--- src/rtl/isc_pkg.sv ---
package isc_pkg;
  localparam int PRIO_W = 8;
  typedef logic [PRIO_W-1:0] prio_t;
  localparam prio_t PRIO_OFF = '1;

  function automatic logic prio_masked(input prio_t p);
    return p == PRIO_OFF;
  endfunction
endpackage

--- src/rtl/isc_cell.sv ---
module isc_cell
  import isc_pkg::*;
#(
  parameter bit IS_LEVEL = 1'b0
) (
  input  logic  clk,
  input  logic  rst,
  input  logic  sig,
  input  logic  wr_hit,
  input  prio_t wr_prio,
  input  logic  rej_hit,
  input  logic  eoi_hit,
  input  logic  resend,
  input  logic  take,
  output logic  want,
  output prio_t prio
);
  prio_t prio_q, p_n;
  logic  want_q, w_n;
  logic  asrt_q, asrt_n, sent_q, sent_n, rej_q, rej_n, mpend_q, mpend_n;
  logic  masked;

  always_comb begin
    p_n     = wr_hit ? wr_prio : prio_q;
    masked  = prio_masked(p_n);
    w_n     = want_q & ~take;
    asrt_n  = asrt_q;
    sent_n  = sent_q;
    rej_n   = rej_q;
    mpend_n = mpend_q;
    if (IS_LEVEL) begin
      asrt_n = sig;
      if (rej_hit || eoi_hit) sent_n = 1'b0;
      // the level check runs on input change, write, EOI and resend; not on reject
      if ((sig != asrt_q) || wr_hit || eoi_hit || resend) begin
        if (!masked && asrt_n && !sent_n) begin
          sent_n = 1'b1;
          w_n    = 1'b1;
        end
      end
    end else begin
      if (rej_hit) rej_n = 1'b1;
      if (sig) begin
        if (masked) mpend_n = 1'b1;
        else        w_n     = 1'b1;
      end
      if (wr_hit && mpend_n && !masked) begin
        mpend_n = 1'b0;
        w_n     = 1'b1;
      end
      if (resend && rej_n) begin
        rej_n = 1'b0;
        if (!masked) w_n = 1'b1;
      end
    end
  end

  always_ff @(posedge clk) begin
    if (rst) begin
      prio_q  <= PRIO_OFF;
      want_q  <= 1'b0;
      asrt_q  <= 1'b0;
      sent_q  <= 1'b0;
      rej_q   <= 1'b0;
      mpend_q <= 1'b0;
    end else begin
      prio_q  <= p_n;
      want_q  <= w_n;
      asrt_q  <= asrt_n;
      sent_q  <= sent_n;
      rej_q   <= rej_n;
      mpend_q <= mpend_n;
    end
  end

  assign want = want_q;
  assign prio = prio_q;

  // a source only starts waiting with an unmasked priority
  p_want_unmasked_r5: assert property (@(posedge clk) disable iff (rst)
    $rose(want_q) |-> !prio_masked(prio_q));

  // masked-pending only rises while the source is masked
  p_mpend_masked_r4: assert property (@(posedge clk) disable iff (rst)
    $rose(mpend_q) |-> prio_masked(prio_q));
endmodule

--- src/rtl/isc_pick.sv ---
module isc_pick #(
  parameter int N  = 8,
  parameter int IW = 3
) (
  input  logic [N-1:0]  want,
  output logic          any,
  output logic [IW-1:0] idx
);
  always_comb begin
    any = |want;
    idx = '0;
    for (int i = N - 1; i >= 0; i--) begin
      if (want[i]) idx = IW'(i);
    end
  end
endmodule

--- src/rtl/isc_top.sv ---
module isc_top
  import isc_pkg::*;
#(
  parameter int NSRC = 8,
  parameter int SRV_W = 4,
  parameter int NUM_W = 12,
  parameter int BASE = 16,
  parameter logic [NSRC-1:0] LEVEL_MASK = 8'hF0,
  localparam int IW = $clog2(NSRC)
) (
  input  logic             clk,
  input  logic             rst,
  input  logic [NSRC-1:0]  src_in,
  input  logic             wr_en,
  input  logic [IW-1:0]    wr_idx,
  input  logic [SRV_W-1:0] wr_server,
  input  logic [7:0]       wr_prio,
  input  logic [7:0]       wr_saved,
  input  logic             rej_valid,
  input  logic [NUM_W-1:0] rej_num,
  input  logic             eoi_valid,
  input  logic [NUM_W-1:0] eoi_num,
  input  logic             resend,
  output logic             req_valid,
  input  logic             req_ready,
  output logic [SRV_W-1:0] req_server,
  output logic [NUM_W-1:0] req_num,
  output logic [7:0]       req_prio,
  output logic [7:0]       req_saved
);
  localparam int RW = SRV_W + PRIO_W;

  logic [NSRC-1:0] want_v, take_v, rej_hit, eoi_hit, wr_hit;
  prio_t           prio_v [NSRC];
  logic [RW-1:0]   route_mem [NSRC];
  logic            any, load;
  logic [IW-1:0]   pick_idx;

  for (genvar i = 0; i < NSRC; i++) begin : g_src
    assign rej_hit[i] = rej_valid && (rej_num == NUM_W'(BASE + i));
    assign eoi_hit[i] = eoi_valid && (eoi_num == NUM_W'(BASE + i));
    assign wr_hit[i]  = wr_en && (wr_idx == IW'(i));
    assign take_v[i]  = any && load && (pick_idx == IW'(i));
    isc_cell #(.IS_LEVEL(LEVEL_MASK[i])) u_cell (
      .clk(clk), .rst(rst), .sig(src_in[i]), .wr_hit(wr_hit[i]),
      .wr_prio(wr_prio), .rej_hit(rej_hit[i]), .eoi_hit(eoi_hit[i]),
      .resend(resend), .take(take_v[i]), .want(want_v[i]), .prio(prio_v[i])
    );
  end

  isc_pick #(.N(NSRC), .IW(IW)) u_pick (.want(want_v), .any(any), .idx(pick_idx));

  // routing memory: no reset, so it can map to RAM
  always_ff @(posedge clk) begin
    if (wr_en) route_mem[wr_idx] <= {wr_server, wr_saved};
  end

  assign load = !req_valid || req_ready;

  always_ff @(posedge clk) begin
    if (rst) begin
      req_valid  <= 1'b0;
      req_server <= '0;
      req_num    <= '0;
      req_prio   <= '0;
      req_saved  <= '0;
    end else if (load) begin
      req_valid <= any;
      if (any) begin
        req_num                 <= NUM_W'(BASE) + NUM_W'(pick_idx);
        req_prio                <= prio_v[pick_idx];
        {req_server, req_saved} <= route_mem[pick_idx];
      end
    end
  end

  // a stalled request holds its fields
  p_hold_r10: assert property (@(posedge clk) disable iff (rst)
    req_valid && !req_ready |=> req_valid && $stable(req_num) && $stable(req_prio)
      && $stable(req_server) && $stable(req_saved));

  // at most one source taken per handshake
  p_one_take_r10: assert property (@(posedge clk) disable iff (rst) $onehot0(take_v));

  // issued numbers stay in the block's range
  p_num_range_r2: assert property (@(posedge clk) disable iff (rst)
    req_valid |-> (req_num >= NUM_W'(BASE)) && (req_num < NUM_W'(BASE + NSRC)));
endmodule

--- config.mk ---
export PLATFORM = sky130hd
export DESIGN_NAME = isc_top
export DESIGN_NICKNAME = d
export VERILOG_FILES = /design/src/rtl/isc_pkg.sv /design/src/rtl/isc_cell.sv /design/src/rtl/isc_pick.sv /design/src/rtl/isc_top.sv
export SDC_FILE = /design/constraint.sdc
export NUM_CORES = 1
export LEC_CHECK = 0
export CAP_MARGIN = 40
export CORE_ASPECT_RATIO = 0.6
export CORE_MARGIN = 2
export CORE_UTILIZATION = 57
export DETAILED_ROUTE_END_ITERATION = 12
export PLACE_DENSITY = 0.78
export SLEW_MARGIN = 20
export SYNTH_ARGS = -nofsm -noshare
export SYNTH_HDL_FRONTEND = slang
export SYNTH_HIERARCHICAL = 1
export SYNTH_SLANG_ARGS = --single-unit
--- constraint.sdc ---
create_clock -name clk -period 2.6 [get_ports clk]
set_input_delay 0.39 -clock clk [delete_from_list [all_inputs] [get_ports clk]]
set_output_delay 0.39 -clock clk [all_outputs]
set_load 0.03 [all_outputs]
==> results of run 1 <==
worst max-delay path, delay by kind of cell, from the launching register on:
| kind | cells | cell delay (ns) |
|---|---|---|
| AOI/OAI and AO/OA | 1 | 0.23 |
| and+or+nand+nor | 6 | 1.75 |
| DFF | 1 | 0.38 |
metrics by stage:
step / util, % / area (µm²) / hold slack (ns)
2_1_floorplan: - / 9270 / 0.448
6_report: 71.8 / 11200 / 0.425
3_5_place_dp: 67.4 / 10500 / 0.455
4_1_cts: 71.8 / 11200 / 0.401
3_3_place_gp: 67.4 / 10500 / 0.447
5_1_grt: 71.8 / 11200 / 0.438
cell type report:
type | count | share of cell area (%)
flip-flops and latches | 209 | 46.0
multi-input cells | 532 | 33.4
repair buffers | 139 | 11.8
clock buffers | 24 | 4.88
well taps | 203 | 2.27
clock inverters | 10 | 1.22
inverters | 14 | 0.470
per-layer routing:
layer | track usage (%) | up-vias | share of wire [%]
li1 | - | 3154 | -
met1 | 41.7 | 3350 | 44
met3 | 7.98 | 39 | 12
met4 | 6.63 | 0 | 1.5
met2 | 42.9 | 410 | 42
met5 | 0 | - | 0
where the power goes:
part	internal, mW	total [mW]	switching, mW
Clock	1.80	3.05	1.25
Combinational	0.966	2.38	1.41
Sequential	3.66	3.78	0.119
Total	6.42	9.21	2.78
registers in the layout (all words and copies together) (netlist names), 8 cells and up:
signal             cells
req_saved              8
route_mem             96
g_src.u_cell/want      8
req_prio               8
g_src.u_cell/prio     64
how the worst max path moves through the flow:
stage                                 endpoint  slack [ns]  depth (start not counted)                             from
2_1_floorplan  g_src[1].u_cell/want$_SDFF_PP0_        0.32                          7  g_src[4].u_cell/want$_SDFF_PP0_
3_3_place_gp   g_src[0].u_cell/want$_SDFF_PP0_        0.11                          8                       rej_num[4]
3_5_place_dp   g_src[0].u_cell/want$_SDFF_PP0_        0.03                          8                       rej_num[3]
4_1_cts               req_prio[2]$_SDFFE_PP0P_        0.23                          7  g_src[6].u_cell/want$_SDFF_PP0_
5_1_grt             req_server[1]$_SDFFE_PP0P_        0.08                          7  g_src[6].u_cell/want$_SDFF_PP0_
6_report       g_src[0].u_cell/want$_SDFF_PP0_        0.17                          7  g_src[6].u_cell/want$_SDFF_PP0_
==> metrics.md, run 1 <==
| Metric | Value |
|---|---|
| Root buffer cell | `clkbuf_16` |
| DR pass1 iterations | `7` |
| Buffers on Ports | `86` |
| Area of the multi-input gates | `between 0.003 and 0.004 mm²` |
| Lkg Pwr | `between 4 and 5 nW` |
| Initial DRC count | `970` |
| HP Class | `in -> reg` |
| Final WL | `about 25000 µm` |
| Most frequent cells in the layout | `mux2i_1 (128), dfxtp_1 (113), edfxtp_1 (96), clkdlybuf4s50_1 (85), nand2_1 (71)` |
| Worst reg2reg setup slack | `around 0.17 ns` |
| Setup WS post-layout | `0.173 ns` |
| Core area | `~0.016 mm²` |
| Layout area overhead | `21.1%` |
| Setup Fix Bufs, Post-CTS | `0` |
| Pwr Total | `~9.2 mW` |
| Post-DRT Antenna Nets | `0` |
| DP Wirelength | `16900 µm` |
| Vias in the first global route | `~6700` |
| Hold path start | `rst` |
| Tcrit/Tclk final | `between 90% and 100%` |
| PD cells | `between 800 and 900 mW/mm²` |
| Clk_lat worst skew | `0.50 ns` |
| CP Launch Type | `flip-flop` |
| TNS Setup | `0 ns` |
| Commonest non-fill, non-tap cell in the layout | `mux2i_1` |
| Slew Limit Fails | `0` |
| Routed vias/inst | `a little over 6` |
| Die Area | `between 0.015 and 0.02 mm²` |
| Non-filler cells, final | `1131` |
| Max clock buf depth | `3` |
| CP max-delay cell | `nand2_2` |
| Clock transition at path regs | `0.07 ns` |
| Least-Margin Pin Slew | `0.727 ns` |
| Status | `finished clean` |
| Worst-path cell chain | `nor4_2 > nand3_1 > nand2_2 > nor4_1 > nor2b_1 > a21oi_1 > nor2_1` |
| # rows | `35` |
| Req. time, crit path | `3.04 ns` |
| Setup violators final | `0` |
| Worst Path Arrival | `2.86 ns` |
| Reg2Reg Depth | `7` |
| Syn_area_per_cell | `between 10 and 15 µm²` |
| Worst slew margin | `51.0%` |
| CP endpoint kind | `flip-flop` |
| Gr usage total | `between 20 and 30%` |
| Cells after Synth | `791` |
| Num CTS Buffers | `19` |
| Hold Violations, Final | `0` |
| FF-to-FF Start | `g_src[6].u_cell/want$_SDFF_PP0_` |
| Number of diodes | `0` |
| Reg area | `roughly 0.0051 mm²` |
| Total gr overflow | `0` |
| Die Ht | `about 100 µm` |
| Dpl ws | `0.0269 ns` |
| Die width | `168 µm` |
| Tmin final | `between 2 and 2.5 ns` |
| CTS H-tree lvls | `1` |
| Vias | `roughly 7000` |
| Crit-path max cell delay | `0.55 ns` |
| Syn. warnings | `6` |
| Total of max-cap violations | `0` |
| Hold_buf cts | `0` |
| FF-to-FF End | `g_src[0].u_cell/want$_SDFF_PP0_` |
| Largest net degree at the start of global routing | `29` |
| CTS tree | `done` |
| Global-route wire length before repair | `about 38000 µm` |
| Hold path endpoint | `g_src[2].u_cell/want$_SDFF_PP0_` |
| Initial Utilization | `59.3%` |
| WHS Path Cells | `2` |
| Fin Clk Skew | `approximately 0.0096 ns` |
| Crit Path Category | `reg -> reg` |
| Number of I/O pins | `95` |
| Ratio of cells with drive above 1 in the final layout | `approximately 14%` |
| Final layout net count | `977` |
| Critical Path Fanout Max | `27` |
| Max frequency | `just over 0.4 GHz` |
| Post_cts resized | `0` |
| GPL Wtd Cong | `~0.94` |
| Peak supply drop | `around 530 µV` |
| Fillers | `between 1000 and 1500` |
| Initial antenna violation count | `1` |
| RSZ-0062 raised after global routing | `no` |
| Post-synthesis cell area | `0.00924 mm²` |
| CTS sink count | `between 200 and 250` |
| WL per Instance | `between 20 and 25 µm` |
| Placed cells | `between 1000 and 1500` |
| Drc violations | `0` |
Note: power is estimated with default switching activity, not from simulation.
==> run 2, diff against run 1 <==
--- a/config.mk
+++ b/config.mk
@@ -6,9 +6,9 @@
 export NUM_CORES = 1
 export LEC_CHECK = 0
 export CAP_MARGIN = 40
-export CORE_ASPECT_RATIO = 0.6
 export CORE_MARGIN = 2
 export CORE_UTILIZATION = 57
+export CTS_CLUSTER_SIZE = 12
 export DETAILED_ROUTE_END_ITERATION = 12
 export PLACE_DENSITY = 0.78
 export SLEW_MARGIN = 20
==> metrics.md, run 2 (synthesis gave the netlist of run 1 again) <==
| Metric | Value |
|---|---|
| Initial DRC count | `slightly below 500` |
| CTS H-tree lvls | `1` |
| Die width | `approximately 130 µm` |
| WHS Path Cells | `2` |
| Gr usage total | `between 20% and 30%` |
| Hold path endpoint | `g_src[3].u_cell/want$_SDFF_PP0_` |
| Reg2Reg Depth | `7` |
| Num CTS Buffers | `22` |
| Number of diodes | `0` |
| Layout area overhead | `19.8%` |
| Routed vias/inst | `5.88` |
| GPL Wtd Cong | `~0.94` |
| Total of max-cap violations | `0` |
| Crit Path Category | `reg -> reg` |
| DR pass1 iterations | `5` |
| Die Area | `approximately 0.017 mm²` |
| FF-to-FF Start | `g_src[7].u_cell/want$_SDFF_PP0_` |
| Tmin final | `2.23 ns` |
| Status | `finished clean` |
| Setup violators final | `0` |
| Initial antenna violation count | `0` |
| Post_cts resized | `0` |
| DP Wirelength | `about 15000 µm` |
| Die Ht | `roughly 130 µm` |
| Final layout net count | `slightly below 1000` |
| CP Launch Type | `flip-flop` |
| CTS sink count | `209` |
| Slew Limit Fails | `0` |
| Drc violations | `0` |
| Global-route wire length before repair | `roughly 36000 µm` |
| Vias | `about 6700` |
| Number of I/O pins | `95` |
| Hold Violations, Final | `0` |
| PD cells | `between 800 and 900 mW/mm²` |
| DP Area | `approximately 0.010 mm²` |
| Layout Utilization | `a little over two thirds` |
| Most frequent cells in the layout | `mux2i_1 (128), dfxtp_1 (113), edfxtp_1 (96), clkdlybuf4s50_1 (85), nand2_1 (71)` |
| Lkg Pwr | `4.01 nW` |
| Largest net degree at the start of global routing | `49` |
| Biggest register | `route_mem` |
| Fin Clk Skew | `between 0.01 and 0.015 ns` |
| Worst slew margin | `between 50% and 60%` |
| # rows | `46` |
| Max frequency | `about 0.45 GHz` |
| Worst reg2reg setup slack | `between 0.3 and 0.4 ns` |
| Ratio of cells with drive above 1 in the final layout | `around an eighth` |
| Critical Path Fanout Max | `20` |
| Dpl ws | `between 0.15 and 0.2 ns` |
| Post-DRT Antenna Nets | `0` |
| Least-Margin Pin Slew | `0.745 ns` |
| HP Class | `in -> reg` |
| WL per Instance | `just under 20 µm` |
| Core area | `approximately 0.016 mm²` |
| Number of flip-flops in the largest register | `96` |
| Max clock buf depth | `3` |
| TNS Setup | `0 ns` |
| FF-to-FF End | `req_prio[7]$_SDFFE_PP0P_` |
| Buffers on Ports | `86` |
| Vias in the first global route | `around 6700` |
| Hold_buf cts | `0` |
| Setup WS post-layout | `0.367 ns` |
| Initial Utilization | `58.2%` |
| CTS tree | `done` |
| Final WL | `approximately 23000 µm` |
| Placed cells | `~1100` |
| Setup Fix Bufs, Post-CTS | `0` |
| Non-filler cells, final | `around 1100` |
| Final instance area | `between 0.01 and 0.015 mm²` |
| Hold path start | `rst` |
| Tcrit/Tclk final | `between 80% and 90%` |
| Total gr overflow | `0` |
| Req. time, crit path | `between 2 and 3 ns` |
| Root buffer cell | `clkbuf_16` |
| Clk_lat worst skew | `about 0.51 ns` |
| CP endpoint kind | `flip-flop` |
| Clock transition at path regs | `roughly 0.060 ns` |
| Peak supply drop | `568 µV` |
| Worst Path Arrival | `2.62 ns` |
| Commonest non-fill, non-tap cell in the layout | `mux2i_1` |
| RSZ-0062 raised after global routing | `no` |
==> run 2: how the worst max path moves through the flow <==
stage	endpoint	start	cells after the start	slack, ns
6_report	req_prio[7]$_SDFFE_PP0P_	g_src[7].u_cell/want$_SDFF_PP0_	7	0.37
5_1_grt	req_prio[0]$_SDFFE_PP0P_	g_src[7].u_cell/want$_SDFF_PP0_	7	0.29
4_1_cts	req_prio[7]$_SDFFE_PP0P_	g_src[4].u_cell/want$_SDFF_PP0_	6	0.41
3_5_place_dp	g_src[1].u_cell/mpend_q$_SDFF_PP0_	wr_idx[1]	8	0.16
3_3_place_gp	g_src[1].u_cell/mpend_q$_SDFF_PP0_	wr_idx[1]	8	0.23
2_1_floorplan	g_src[1].u_cell/want$_SDFF_PP0_	g_src[4].u_cell/want$_SDFF_PP0_	7	0.32
==> run 2: report_power, final <==
group | internal [mW] | leakage [nW] | switching (mW) | total [mW]
registers | 3.66 | 1.80 | 0.119 | 3.78
clock network | 1.63 | 0.321 | 1.23 | 2.86
logic | 0.947 | 1.89 | 1.34 | 2.28
total | 6.25 | 4.01 | 2.68 | 8.93
==> run 2: per-stage QoR <==
step	hold WS, ns	total power [mW]
5_1_grt	0.473	9.27
4_1_cts	0.429	8.98
6_report	0.444	8.93
2_1_floorplan	0.448	5.44
3_3_place_gp	0.450	6.08
3_5_place_dp	0.455	6.13
==> run 2: metal layers <==
| metal | up-vias | wire length (µm) | track usage, % |
|---|---|---|---|
| li1 | 3137 | - | - |
| met1 | 3205 | 9130 | 32.2 |
| met2 | 275 | 11000 | 44.1 |
| met3 | 61 | 1440 | 4.59 |
| met4 | 0 | 985 | 12.0 |
| met5 | - | 0 | 0 |
==> run 2: final cells by class <==
type,instances,area [µm²]
Sequential cell,209,5140
Fill cell,1148,4820
Multi-Input combinational cell,532,3740
Timing Repair Buffer,127,1200
Clock buffer,33,612
Tap cell,216,270
Inverter,14,52.6
Clock inverter,5,48.8
==> run 2: worst max-delay path, stage by stage, from the launching register on <==
cell     delay, ns
dfxtp_1       0.41
a21oi_1       0.10
o41ai_1       0.25
buf_4         0.22
nor2b_4       0.51
a22oi_1       0.27
a21oi_1       0.30
nor3_2        0.05
